### config.mk
export PLATFORM = sky130hd
export DESIGN_NAME = pirq_router
export DESIGN_NICKNAME = d
export VERILOG_FILES = /design/src/rtl/pirq_pkg.sv /design/src/rtl/pirq_sync.sv /design/src/rtl/pirq_edge.sv /design/src/rtl/pirq_decode.sv /design/src/rtl/pirq_router.sv
export SDC_FILE = /design/constraint.sdc
export NUM_CORES = 1
export LEC_CHECK = 0
export BUFFER_PORTS_ARGS = -buffer_cell sky130_fd_sc_hd__buf_4
export CAP_MARGIN = 30
export CORE_MARGIN = 1
export CORE_UTILIZATION = 50
export CTS_BUF_LIST = sky130_fd_sc_hd__clkbuf_8
export DETAILED_ROUTE_END_ITERATION = 8
export HOLD_SLACK_MARGIN = 0.02
export PLACE_DENSITY = 0.77
export SLEW_MARGIN = 20
export SYNTH_ARGS = -nofsm -noshare
export SYNTH_HDL_FRONTEND = slang
export SYNTH_SLANG_ARGS = --single-unit
### constraint.sdc
create_clock -name clk -period 1.6 [get_ports clk]
set_input_delay 0.32 -clock clk [delete_from_list [all_inputs] [get_ports clk]]
set_output_delay 0.32 -clock clk [all_outputs]
set_load 0.01 [all_outputs]
### src/rtl/pirq_pkg.sv
package pirq_pkg;

    localparam int LINES  = 4;
    localparam int CODE_W = 4;
    localparam int IRQ_W  = 1 << CODE_W;

    typedef enum logic {
        MODE_TO_EDGE = 1'b0,
        MODE_DIRECT  = 1'b1
    } line_mode_e;

    // One-hot IRQ selected by a routing code; holes and zero select nothing.
    function automatic logic [IRQ_W-1:0] route_onehot(input logic [CODE_W-1:0] code);
        logic [IRQ_W-1:0] sel;
        sel = '0;
        if ((code >= 4'd3 && code <= 4'd7) ||
            (code >= 4'd9 && code <= 4'd12) ||
            (code >= 4'd14)) begin
            sel[code] = 1'b1;
        end
        return sel;
    endfunction

endpackage

### src/rtl/pirq_sync.sv
module pirq_sync #(
    parameter int   STAGES    = 2,
    parameter logic RESET_VAL = 1'b1
) (
    input  logic clk,
    input  logic rst_n,
    input  logic d_i,
    output logic q_o
);

    typedef struct packed {
        logic [STAGES-1:0] chain;
    } sync_state_t;

    sync_state_t st_d, st_q;

    always_comb begin
        st_d       = st_q;
        st_d.chain = {st_q.chain[STAGES-2:0], d_i};
    end

    always_ff @(posedge clk or negedge rst_n) begin
        if (!rst_n) begin
            st_q.chain <= {STAGES{RESET_VAL}};
        end else begin
            st_q <= st_d;
        end
    end

    assign q_o = st_q.chain[STAGES-1];

endmodule

### src/rtl/pirq_edge.sv
module pirq_edge (
    input  logic clk,
    input  logic rst_n,
    input  logic act_i,
    output logic pulse_o
);

    typedef struct packed {
        logic seen;
    } edge_state_t;

    edge_state_t st_d, st_q;

    always_comb begin
        st_d      = st_q;
        st_d.seen = act_i;
        pulse_o   = act_i & ~st_q.seen;
    end

    always_ff @(posedge clk or negedge rst_n) begin
        if (!rst_n) begin
            st_q <= '0;
        end else begin
            st_q <= st_d;
        end
    end

endmodule

### src/rtl/pirq_decode.sv
module pirq_decode
    import pirq_pkg::*;
(
    input  logic [CODE_W-1:0] code_i,
    output logic [IRQ_W-1:0]  mask_o
);

    always_comb begin
        mask_o = route_onehot(code_i);
    end

endmodule

### src/rtl/pirq_router.sv
module pirq_router
    import pirq_pkg::*;
#(
    parameter int SYNC_STAGES = 2
) (
    input  logic             clk,
    input  logic             rst_n,
    input  logic [LINES-1:0] int_n,
    input  logic [7:0]       route_ab,
    input  logic [7:0]       route_cd,
    input  logic [LINES-1:0] mode_sel,
    output logic [IRQ_W-1:0] irq_out
);

    localparam int ROUTE_W = LINES * CODE_W;

    typedef struct packed {
        logic [IRQ_W-1:0] irq;
    } rtr_state_t;

    logic [ROUTE_W-1:0] route_all;
    logic [LINES-1:0]   sync_n;
    logic [LINES-1:0]   act;
    logic [LINES-1:0]   edge_pulse;
    logic [LINES-1:0]   contrib;
    logic [IRQ_W-1:0]   line_mask [LINES];
    rtr_state_t         st_d, st_q;

    assign route_all = {route_cd, route_ab};

    for (genvar g = 0; g < LINES; g++) begin : g_line
        pirq_sync #(
            .STAGES    (SYNC_STAGES),
            .RESET_VAL (1'b1)
        ) u_sync (
            .clk   (clk),
            .rst_n (rst_n),
            .d_i   (int_n[g]),
            .q_o   (sync_n[g])
        );

        assign act[g] = ~sync_n[g];

        pirq_edge u_edge (
            .clk     (clk),
            .rst_n   (rst_n),
            .act_i   (act[g]),
            .pulse_o (edge_pulse[g])
        );

        pirq_decode u_dec (
            .code_i (route_all[g*CODE_W +: CODE_W]),
            .mask_o (line_mask[g])
        );

        assign contrib[g] = (line_mode_e'(mode_sel[g]) == MODE_DIRECT) ? act[g] : edge_pulse[g];
    end

    always_comb begin
        st_d     = st_q;
        st_d.irq = '0;
        for (int i = 0; i < LINES; i++) begin
            if (contrib[i]) begin
                st_d.irq = st_d.irq | line_mask[i];
            end
        end
    end

    always_ff @(posedge clk or negedge rst_n) begin
        if (!rst_n) begin
            st_q <= '0;
        end else begin
            st_q <= st_d;
        end
    end

    assign irq_out = st_q.irq;

endmodule

==> flow_metrics.py, run 1 <==
metrics = {
    "run_status": {
        "status": "complete, no violations",
    },
    "pwr": {
        "p_leak_nw": 0.802,
        "peakVddDrop_v": 0.000611,
        "finalPower_mw": 1.54,
        "power.density_nw_per_um2": 908,
    },
    "finish": {
        "fillerInstances": 152,
        "final_cell_mix": "buf_4, dfrtp_1, nand3_1",
        "final_common_cell": "buf_4",
        "ff_latch_area_sq_um": 711,
        "layout-drive-gt1-share_pct": 33.9,
        "area_delta_synth_final_pct": 35.8,
        "n_antenna_cell": 0,
        "utilization_pct": 74.4,
        "final_net_count": 195,
        "multi_input_area_sq_um": 528,
    },
    "detailed_routing": {
        "wl_per_cell_um": 15.5,
        "antenna_left": 0,
        "dr.first_iter.drc_count": 30,
        "drc": 0,
        "routed_via_density": 5.77,
        "drt_wl_total_um": 3040,
        "first_pass_iters": 5,
        "vias": 1131,
    },
    "global_routing": {
        "gr-total-overflow": 0,
        "grt_pass1_vias": 1079,
        "grt.total_usage_pct": 25.3,
        "grt_max_degree": 29,
        "grt_pass1_wl_um": 4910,
        "antenna_found_initial": 0,
    },
    "run": {
        "cap_viol_max_count": 0,
    },
    "sta": {
        "timing.final.crit_share_pct": 92.3,
        "slew_headroom_pct": 60.2,
        "final.setup_skew_ps": 5.16,
        "hold-worst-slack_ps": 140,
        "drv_slew": 0,
        "hold_viol": 0,
        "worstMarginPinSlew_ps": 588,
        "period_minus_slack_ps": 1480,
        "fmax_mhz": 677,
        "rsz0062_at_grt": "false",
        "setup_ws_ps": 123,
        "tns_ps": 0,
        "finalSetupViolations": 0,
    },
    "clocking": {
        "clk_latency_ps": 280,
        "cts_buffers": 3,
        "htree_levels": 1,
        "post_cts_buffers": 0,
        "cts_buffer_depth": 2,
        "cts_tree": "done",
        "clk_pin_slew_ps": 100,
        "cts-root-buf": "clkbuf_8",
        "clock-sinks": 28,
    },
    "synthesis": {
        "netlist_area_sq_um": 1250,
        "synth-seq-area-share_pct": 57.0,
        "synth_cell_types": 26,
        "ys.warnings.count": 0,
        "synthCells": 118,
        "avgSynthCellArea_sq_um": 10.6,
        "ys_ff_latch": 28,
    },
    "placement": {
        "portBuffers": 41,
        "dp_hpwl_um": 2240,
        "place_congestion": 0.884,
        "pre_cts_ws_ps": 149,
    },
    "die": {
        "fp.coreArea_sq_um": 2280,
        "pin_count": 42,
        "die-area_sq_um": 2700,
        "std_cell_rows": 17,
        "initial_core_util_pct": 54.8,
        "die_h_um": 51.9,
        "die_w_um": 51.9,
    },
    "critical_path": {
        "endpoint_kind": "flip-flop",
        "worstSetupPathType": "reg -> reg",
        "cp.required_ps": 1820,
        "cp-start-kind": "flip-flop",
        "worstPathArrival_ps": 1690,
        "crit_fanout": 3,
        "ff2ff_path_depth": 4,
    },
    "hold_path": {
        "hold_path_class": "in -> reg",
        "hold_depth": 1,
    },
}
==> layer usage <==
| layer | wire, um | vias up | track usage, % |
|---|---|---|---|
| met5 | 0 | - | 0 |
| met4 | 77 | 0 | 10.8 |
| met3 | 151 | 9 | 3.80 |
| met2 | 1530 | 48 | 42.9 |
| met1 | 1290 | 550 | 31.7 |
| li1 | - | 524 | - |
==> metrics by stage <==
step	cells	instance area, sq um
floorplan	122	1260
global placement	191	1610
detailed placement	191	1610
CTS	196	1690
global route	196	1690
finish	196	1690
==> cell usage after synthesis, drive strengths merged <==
cell	n	area, sq um
o2bb2a	1	10.0
nor3	5	25.0
nand3b	2	15.0
nand2	10	37.5
o311ai	1	8.76
conb	1	3.75
and3b	2	17.5
nor2	7	26.3
dfrtp	20	500
or3b	1	8.76
nor4b	1	8.76
dfstp	8	210
inv	4	15.0
a22oi	5	37.5
a32o	1	10.0
and2	1	6.26
clkbuf	2	7.51
nand4	11	68.8
nor2b	10	70.1
nand3	16	80.1
nor3b	5	42.5
nand4b	2	17.5
or4b	1	10.0
a211o	1	8.76
==> registers in the layout (all words and copies together) (netlist names) <==
signal / cells
g_line.u_edge.st_q: 4
g_line.u_sync.st_q: 8
irq_out: 16
==> final timing paths <==
kind                                           from                        to  slack (ps)
max reg2reg                   g_line[2].u_edge.st_q                irq_out[9]         120
min reg2reg                g_line[1].u_sync.st_q[0]  g_line[1].u_sync.st_q[1]         360
min in group asynchronous                     rst_n               irq_out[14]         480
max                           g_line[2].u_edge.st_q                irq_out[9]         120
max in group asynchronous                     rst_n  g_line[1].u_sync.st_q[0]         820
min                                        int_n[2]  g_line[2].u_sync.st_q[0]         140
==> worst max-delay path, cell delays in order (launching register included) <==
cell	delay, ps
dfrtp_1	370
nor2b_4	130
or3b_1	350
or4b_1	480
nand4_1	90
==> final cells by class <==
cell class              count  share of cell area (%)
inverters                   4                   0.887
flip-flops and latches     28                    42.0
well taps                  28                    2.07
clock buffers               3                    2.44
clock inverters             1                    1.77
repair buffers             44                    19.7
multi-input cells          88                    31.2
==> where the power goes <==
group	total, mW	switching (mW)	internal [mW]
registers	0.765	0.0137	0.751
clock network	0.557	0.222	0.335
logic	0.215	0.112	0.103
==> kinds of logic after synthesis <==
kind of cell | count (synthesis) | synth area share [%]
AO/OA/AOI/OAI | 9 | 6.02
buffers and inverters | 6 | 1.81
flip-flops | 28 | 57.0
other | 1 | 0.301
AND/OR/NAND/NOR | 74 | 34.8
==> timing repair <==
action / in CTS / in global routing
endpoints found under the hold margin: 20 / 0
hold buffers: 1 / 0
endpoints found under the setup margin: 0 / 0
gates resized for setup: 0 / 0
Power figures use the tool's default switching activity.
==> run 2, diff against run 1 <==
--- a/config.mk
+++ b/config.mk
@@ -8,11 +8,12 @@
 export BUFFER_PORTS_ARGS = -buffer_cell sky130_fd_sc_hd__buf_4
 export CAP_MARGIN = 30
 export CORE_MARGIN = 1
-export CORE_UTILIZATION = 50
+export CORE_UTILIZATION = 46
 export CTS_BUF_LIST = sky130_fd_sc_hd__clkbuf_8
 export DETAILED_ROUTE_END_ITERATION = 8
 export HOLD_SLACK_MARGIN = 0.02
-export PLACE_DENSITY = 0.77
+export PLACE_DENSITY = 0.75
+export RECOVER_POWER = 50
 export SLEW_MARGIN = 20
 export SYNTH_ARGS = -nofsm -noshare
 export SYNTH_HDL_FRONTEND = slang
==> constraint.sdc (replaced) <==
create_clock -name clk -period 1.3 [get_ports clk]
set_input_delay 0.26 -clock clk [delete_from_list [all_inputs] [get_ports clk]]
set_output_delay 0.26 -clock clk [all_outputs]
set_load 0.01 [all_outputs]
==> flow_metrics.py, run 2 (synthesized netlist as in run 1, its figures left out) <==
metrics = {
    "pwr": {
        "p_leak_nw": 0.860,
        "power.density_nw_per_um2": 996,
        "finalPower_mw": 1.78,
        "peakVddDrop_v": 0.000927,
    },
    "finish": {
        "fin_cells": 208,
        "area_delta_synth_final_pct": 43.7,
        "final_net_count": 205,
        "final_cell_mix": "buf_4, dfrtp_1, nand3_1",
        "fin_area_sq_um": 1790,
        "layout-drive-gt1-share_pct": 41.6,
        "fillerInstances": 195,
        "largest_reg_flops": 16,
        "final_common_cell": "buf_4",
        "n_antenna_cell": 0,
    },
    "sta": {
        "tns_ps": -204,
        "fmax_mhz": 674,
        "worstMarginPinSlew_ps": 677,
        "period_minus_slack_ps": 1480,
        "setup_ws_ps": -184,
        "finalSetupViolations": 2,
        "final.setup_skew_ps": 4.95,
        "drv_slew": 0,
        "hold-worst-slack_ps": 78.8,
        "slew_headroom_pct": 54.9,
        "hold_viol": 0,
        "timing.final.crit_share_pct": 114,
        "rsz0062_at_grt": "true",
    },
    "die": {
        "pin_count": 42,
        "fp.coreArea_sq_um": 2520,
        "die_h_um": 54.1,
        "die-area_sq_um": 2920,
        "std_cell_rows": 18,
        "initial_core_util_pct": 49.4,
        "die_w_um": 54.1,
    },
    "clocking": {
        "cts_buffers": 3,
        "cts-root-buf": "clkbuf_8",
        "clock-sinks": 28,
        "clk_latency_ps": 280,
        "htree_levels": 1,
        "cts_tree": "done",
        "clk_pin_slew_ps": 100,
        "cts_buffer_depth": 2,
    },
    "critical_path": {
        "cpPeakStageDelay_ps": 470,
        "cp.required_ps": 1520,
        "cp_slowest_cell": "or4b_1",
        "cp.buffers_inverters": 0,
        "crit_path_start": "g_line[2].u_edge.st_q",
        "cp-start-kind": "flip-flop",
        "reg2reg_setup_slack_ps": -180,
        "worstPathArrival_ps": 1700,
        "crit_fanout": 3,
        "r2r-end": "irq_out[9]",
        "ff2ff_path_depth": 4,
        "critPathTopFamily": "simple AND/OR/NAND/NOR gates",
        "cp_cell_sequence": "nor2b_4 > or3b_4 > or4b_1 > nand4_1",
        "worstSetupPathType": "reg -> reg",
        "reg2reg_from": "g_line[2].u_edge.st_q",
        "endpoint_kind": "flip-flop",
    },
    "run": {
        "cap_viol_max_count": 0,
    },
    "placement": {
        "dp_hpwl_um": 2360,
        "dp.cells": 205,
        "place_congestion": 0.829,
        "dpl_cell_area_sq_um": 1700,
        "portBuffers": 41,
    },
    "detailed_routing": {
        "routed_via_density": 5.46,
        "drt_wl_total_um": 3160,
        "drc": 0,
        "dr.first_iter.drc_count": 39,
        "vias": 1135,
        "wl_per_cell_um": 15.2,
        "first_pass_iters": 4,
        "antenna_left": 0,
    },
    "global_routing": {
        "grt_max_degree": 29,
        "grt.total_usage_pct": 24.2,
        "grt_pass1_vias": 1040,
        "antenna_found_initial": 0,
        "gr-total-overflow": 0,
        "grt_pass1_wl_um": 4870,
    },
    "run_status": {
        "status": "finished with violations",
        "violations": "negative setup slack",
    },
    "hold_path": {
        "hold_depth": 1,
        "hold_path_class": "in -> reg",
        "hp-start": "int_n[0]",
        "min_to": "g_line[0].u_sync.st_q[0]",
    },
}
run 2: repair_timing:
item,in CTS,in global routing
pin swaps,1,5
endpoints found under the hold margin,20,0
setup endpoints to repair,3,8
resized for setup,3,7
hold buffers,1,0
setup buffers,0,1
run 2: worst max-delay path by stage:
stage,cells after the start,slack (ps),endpoint
floorplan,4,-90,irq_out[9]
global placement,4,-120,irq_out[9]
detailed placement,4,-160,irq_out[9]
CTS,4,-180,irq_out[9]
global route,4,-220,irq_out[9]
finish,4,-180,irq_out[9]
run 2: power by group:
part | leakage [nW] | total [mW] | switching [mW] | internal, mW
sequential | 0.338 | 0.941 | 0.0174 | 0.924
combinational | 0.494 | 0.296 | 0.147 | 0.149
clock | 0.0288 | 0.546 | 0.275 | 0.272
total | 0.860 | 1.78 | 0.439 | 1.34
run 2: worst register-to-register path, delay by kind of cell (launching register included):
family / cells / cell delay [ps]
AND/OR/NAND/NOR: 4 / 1050
flip-flops: 1 / 380
run 2: layout make-up:
cell class                      count  area [sq um]  area share [%]
Tap cell                           30          37.5            2.10
Clock buffer                        4          55.1            3.07
Multi-Input combinational cell     88           567            31.7
Timing Repair Buffer               54           405            22.6
Sequential cell                    28           711            39.7
Inverter                            4          15.0           0.839
run 2: metal layers:
| layer | vias up | track usage [%] | part of all wire (%) |
|---|---|---|---|
| li1 | 543 | - | - |
| met1 | 528 | 30.0 | 43 |
| met2 | 54 | 40.9 | 48 |
| met3 | 10 | 4.52 | 6.0 |
| met4 | 0 | 9.83 | 2.5 |
| met5 | - | 0 | 0 |
run 2: through the flow:
| stage | util [%] | setup WS (ps) |
|---|---|---|
| 5_1_grt | 71.0 | -224 |
| 4_1_cts | 70.1 | -180 |
| 6_report | 71.0 | -184 |
| 2_1_floorplan | - | -94.7 |
| 3_3_place_gp | 67.6 | -120 |
| 3_5_place_dp | 67.6 | -160 |
==> run 3, diff against run 2 <==
--- a/config.mk
+++ b/config.mk
@@ -8,13 +8,14 @@
 export BUFFER_PORTS_ARGS = -buffer_cell sky130_fd_sc_hd__buf_4
 export CAP_MARGIN = 30
 export CORE_MARGIN = 1
-export CORE_UTILIZATION = 46
+export CORE_UTILIZATION = 50
 export CTS_BUF_LIST = sky130_fd_sc_hd__clkbuf_8
 export DETAILED_ROUTE_END_ITERATION = 8
 export HOLD_SLACK_MARGIN = 0.02
-export PLACE_DENSITY = 0.75
+export PLACE_DENSITY = 0.74
 export RECOVER_POWER = 50
 export SLEW_MARGIN = 20
 export SYNTH_ARGS = -nofsm -noshare
 export SYNTH_HDL_FRONTEND = slang
+export SYNTH_HIERARCHICAL = 1
 export SYNTH_SLANG_ARGS = --single-unit
==> flow_metrics.py, run 3 <==
metrics = {
    "die": {
        "initial_core_util_pct": 53.3,
        "die_h_um": 68.3,
        "die_w_um": 68.3,
        "pin_count": 42,
        "fp.coreArea_sq_um": 4120,
        "std_cell_rows": 23,
        "die-area_sq_um": 4660,
    },
    "synthesis": {
        "yosysMostFrequentCell": "nand3_1",
        "ys.warnings.count": 6,
        "ys_top_cells_by_count": "nand3_1, buf_4, dfrtp_1",
        "yosysTopAreaCellShare_pct": 22.8,
        "yosysTopAreaCell": "dfrtp_1",
        "ys_ff_latch": 28,
        "netlist_top_cells_area": "dfrtp_1, nand3_1, dfstp_2, and4bb_1, buf_4",
        "avgSynthCellArea_sq_um": 10.0,
        "async_reset_ff_share_pct": 100,
        "synthCells": 219,
        "synth_cell_types": 24,
        "synth-seq-area-share_pct": 32.4,
        "netlist_area_sq_um": 2190,
        "synth_flop_cell": "dfrtp_1",
        "synth_edf_count": 0,
    },
    "clocking": {
        "cts-root-buf": "clkbuf_8",
        "cts_buffer_depth": 2,
        "cts_buffers": 3,
        "clk_latency_ps": 280,
        "cts_tree": "done",
        "clk_pin_slew_ps": 100,
        "clock-sinks": 28,
        "htree_levels": 1,
    },
    "detailed_routing": {
        "first_pass_iters": 4,
        "drc": 0,
        "dr.first_iter.drc_count": 99,
        "vias": 1727,
        "drt_wl_total_um": 4960,
        "antenna_left": 0,
        "routed_via_density": 5.70,
        "wl_per_cell_um": 16.4,
    },
    "critical_path": {
        "cp-start-kind": "flip-flop",
        "worstSetupPathType": "reg -> reg",
        "crit_fanout": 6,
        "cp_slowest_cell": "dfstp_2",
        "endpoint_kind": "flip-flop",
        "worstPathArrival_ps": 1490,
        "cp.required_ps": 1460,
        "cpPeakStageDelay_ps": 550,
        "cp_cell_sequence": "inv_2 > nor2b_4 > or2_4 > nand3_1 > nand4_1",
    },
    "finish": {
        "final_cell_mix": "buf_4, nand3_1, nand3_2",
        "largest_reg_flops": 16,
        "fillerInstances": 331,
        "n_antenna_cell": 0,
        "area_delta_synth_final_pct": 18.4,
        "final_common_cell": "buf_4",
        "layout-drive-gt1-share_pct": 47.0,
        "final_net_count": 280,
        "fin_cells": 303,
    },
    "sta": {
        "period_minus_slack_ps": 1330,
        "drv_slew": 0,
        "slew_headroom_pct": 55.3,
        "setup_ws_ps": -33.1,
        "rsz0062_at_grt": "true",
        "finalSetupViolations": 8,
        "fmax_mhz": 750,
        "tns_ps": -139,
        "worstMarginPinSlew_ps": 670,
        "hold-worst-slack_ps": 76.2,
        "final.setup_skew_ps": 2.43,
        "timing.final.crit_share_pct": 103,
        "hold_viol": 0,
    },
    "pwr": {
        "finalPower_mw": 2.18,
        "p_leak_nw": 1.21,
        "power.density_nw_per_um2": 838,
        "peakVddDrop_v": 0.000489,
    },
    "global_routing": {
        "gr-total-overflow": 0,
        "antenna_found_initial": 0,
        "grt.total_usage_pct": 23.3,
        "grt_max_degree": 29,
        "grt_pass1_wl_um": 8040,
        "grt_pass1_vias": 1632,
    },
    "placement": {
        "dp_hpwl_um": 3350,
        "portBuffers": 41,
        "dp.cells": 290,
        "place_congestion": 0.879,
    },
    "run_status": {
        "violations": "negative setup slack",
        "status": "finished with violations",
    },
    "run": {
        "cap_viol_max_count": 0,
    },
    "hold_path": {
        "hold_path_class": "in -> reg",
    },
}
==> run 3: cell count changes after synthesis, moves of 6 or more <==
| cell | change |
|---|---|
| nand2_1 | -7 |
| o21ai_1 | +10 |
| and4bb_2 | +6 |
| buf_4 | +25 |
| and4b_1 | +12 |
| nor2b_1 | -9 |
| buf_6 | +11 |
| o21ai_0 | +6 |
| nor2_1 | -7 |
| buf_2 | +9 |
| nand3_1 | +32 |
| and4bb_1 | +15 |
==> run 3: cell type report <==
class | instances | area (sq um) | area share [%]
Tap cell | 50 | 62.6 | 2.41
Timing Repair Buffer | 58 | 435 | 16.8
Sequential cell | 28 | 711 | 27.3
Multi-Input combinational cell | 159 | 1300 | 50.2
Inverter | 4 | 15.0 | 0.578
Clock inverter | 1 | 30.0 | 1.16
Clock buffer | 3 | 41.3 | 1.59
==> run 3: path summary, 6_finish.rpt <==
check	cells past startpoint	from	end	slack (ps)
setup / recovery	5	g_line[3].u_sync/st_q[1]	irq_out[7]	-30
hold / removal	1	int_n[1]	g_line[1].u_sync/st_q[0]	80
setup reg to reg	5	g_line[3].u_sync/st_q[1]	irq_out[7]	-30
hold reg to reg	0	g_line[1].u_sync/st_q[0]	g_line[1].u_sync/st_q[1]	360
max in group asynchronous	2	rst_n	irq_out[11]	320
min in group asynchronous	2	rst_n	g_line[1].u_edge/st_q	540
==> run 3: where the power goes <==
part | leakage, nW | switching [mW] | internal [mW]
Sequential | 0.334 | 0.0211 | 0.937
Clock | 0.0357 | 0.282 | 0.413
Combinational | 0.840 | 0.274 | 0.251
==> run 3: layer usage <==
layer	track usage, %	vias to the layer above	share of wire (%)
li1	-	839	-
met1	32.0	819	46
met2	35.0	58	46
met3	3.33	11	5.0
met4	12.0	0	2.8
met5	0	-	0
==> run 3: what timing repair did <==
item	CTS	global route
hold buffers	1	0
gates resized for setup	6	19
endpoints found under the setup margin	11	11
endpoints found under the hold margin	20	0
pin swaps	2	17
cloned	2	1
setup buffers	1	5
==> run 3: metrics by stage <==
step | cell area [sq um] | setup WS [ps] | utilization (%)
finish | 2600 | -33.1 | 63.1
CTS | 2480 | -40.1 | 60.3
detailed placement | 2380 | -156 | 57.9
floorplan | 2300 | -87.7 | -
global placement | 2380 | -181 | 57.9
global route | 2600 | -99.0 | 63.1
==> run 3: logic make-up (layout without fill, tap and decap cells) <==
family / Yosys count / in the layout / synth area share (%)
AOI/OAI and AO/OA: 16 / 16 / 3.65
buffers and inverters: 51 / 66 / 17.8
DFF: 28 / 28 / 32.4
other: 4 / 20 / 0.684
and+or+nand+nor: 120 / 123 / 45.4
==> run 3: critical path, delay by kind of cell (launching register included) <==
kind          cells  cell delay, ps
simple gates      4             630
flops             1             550
buf+inv           1              40
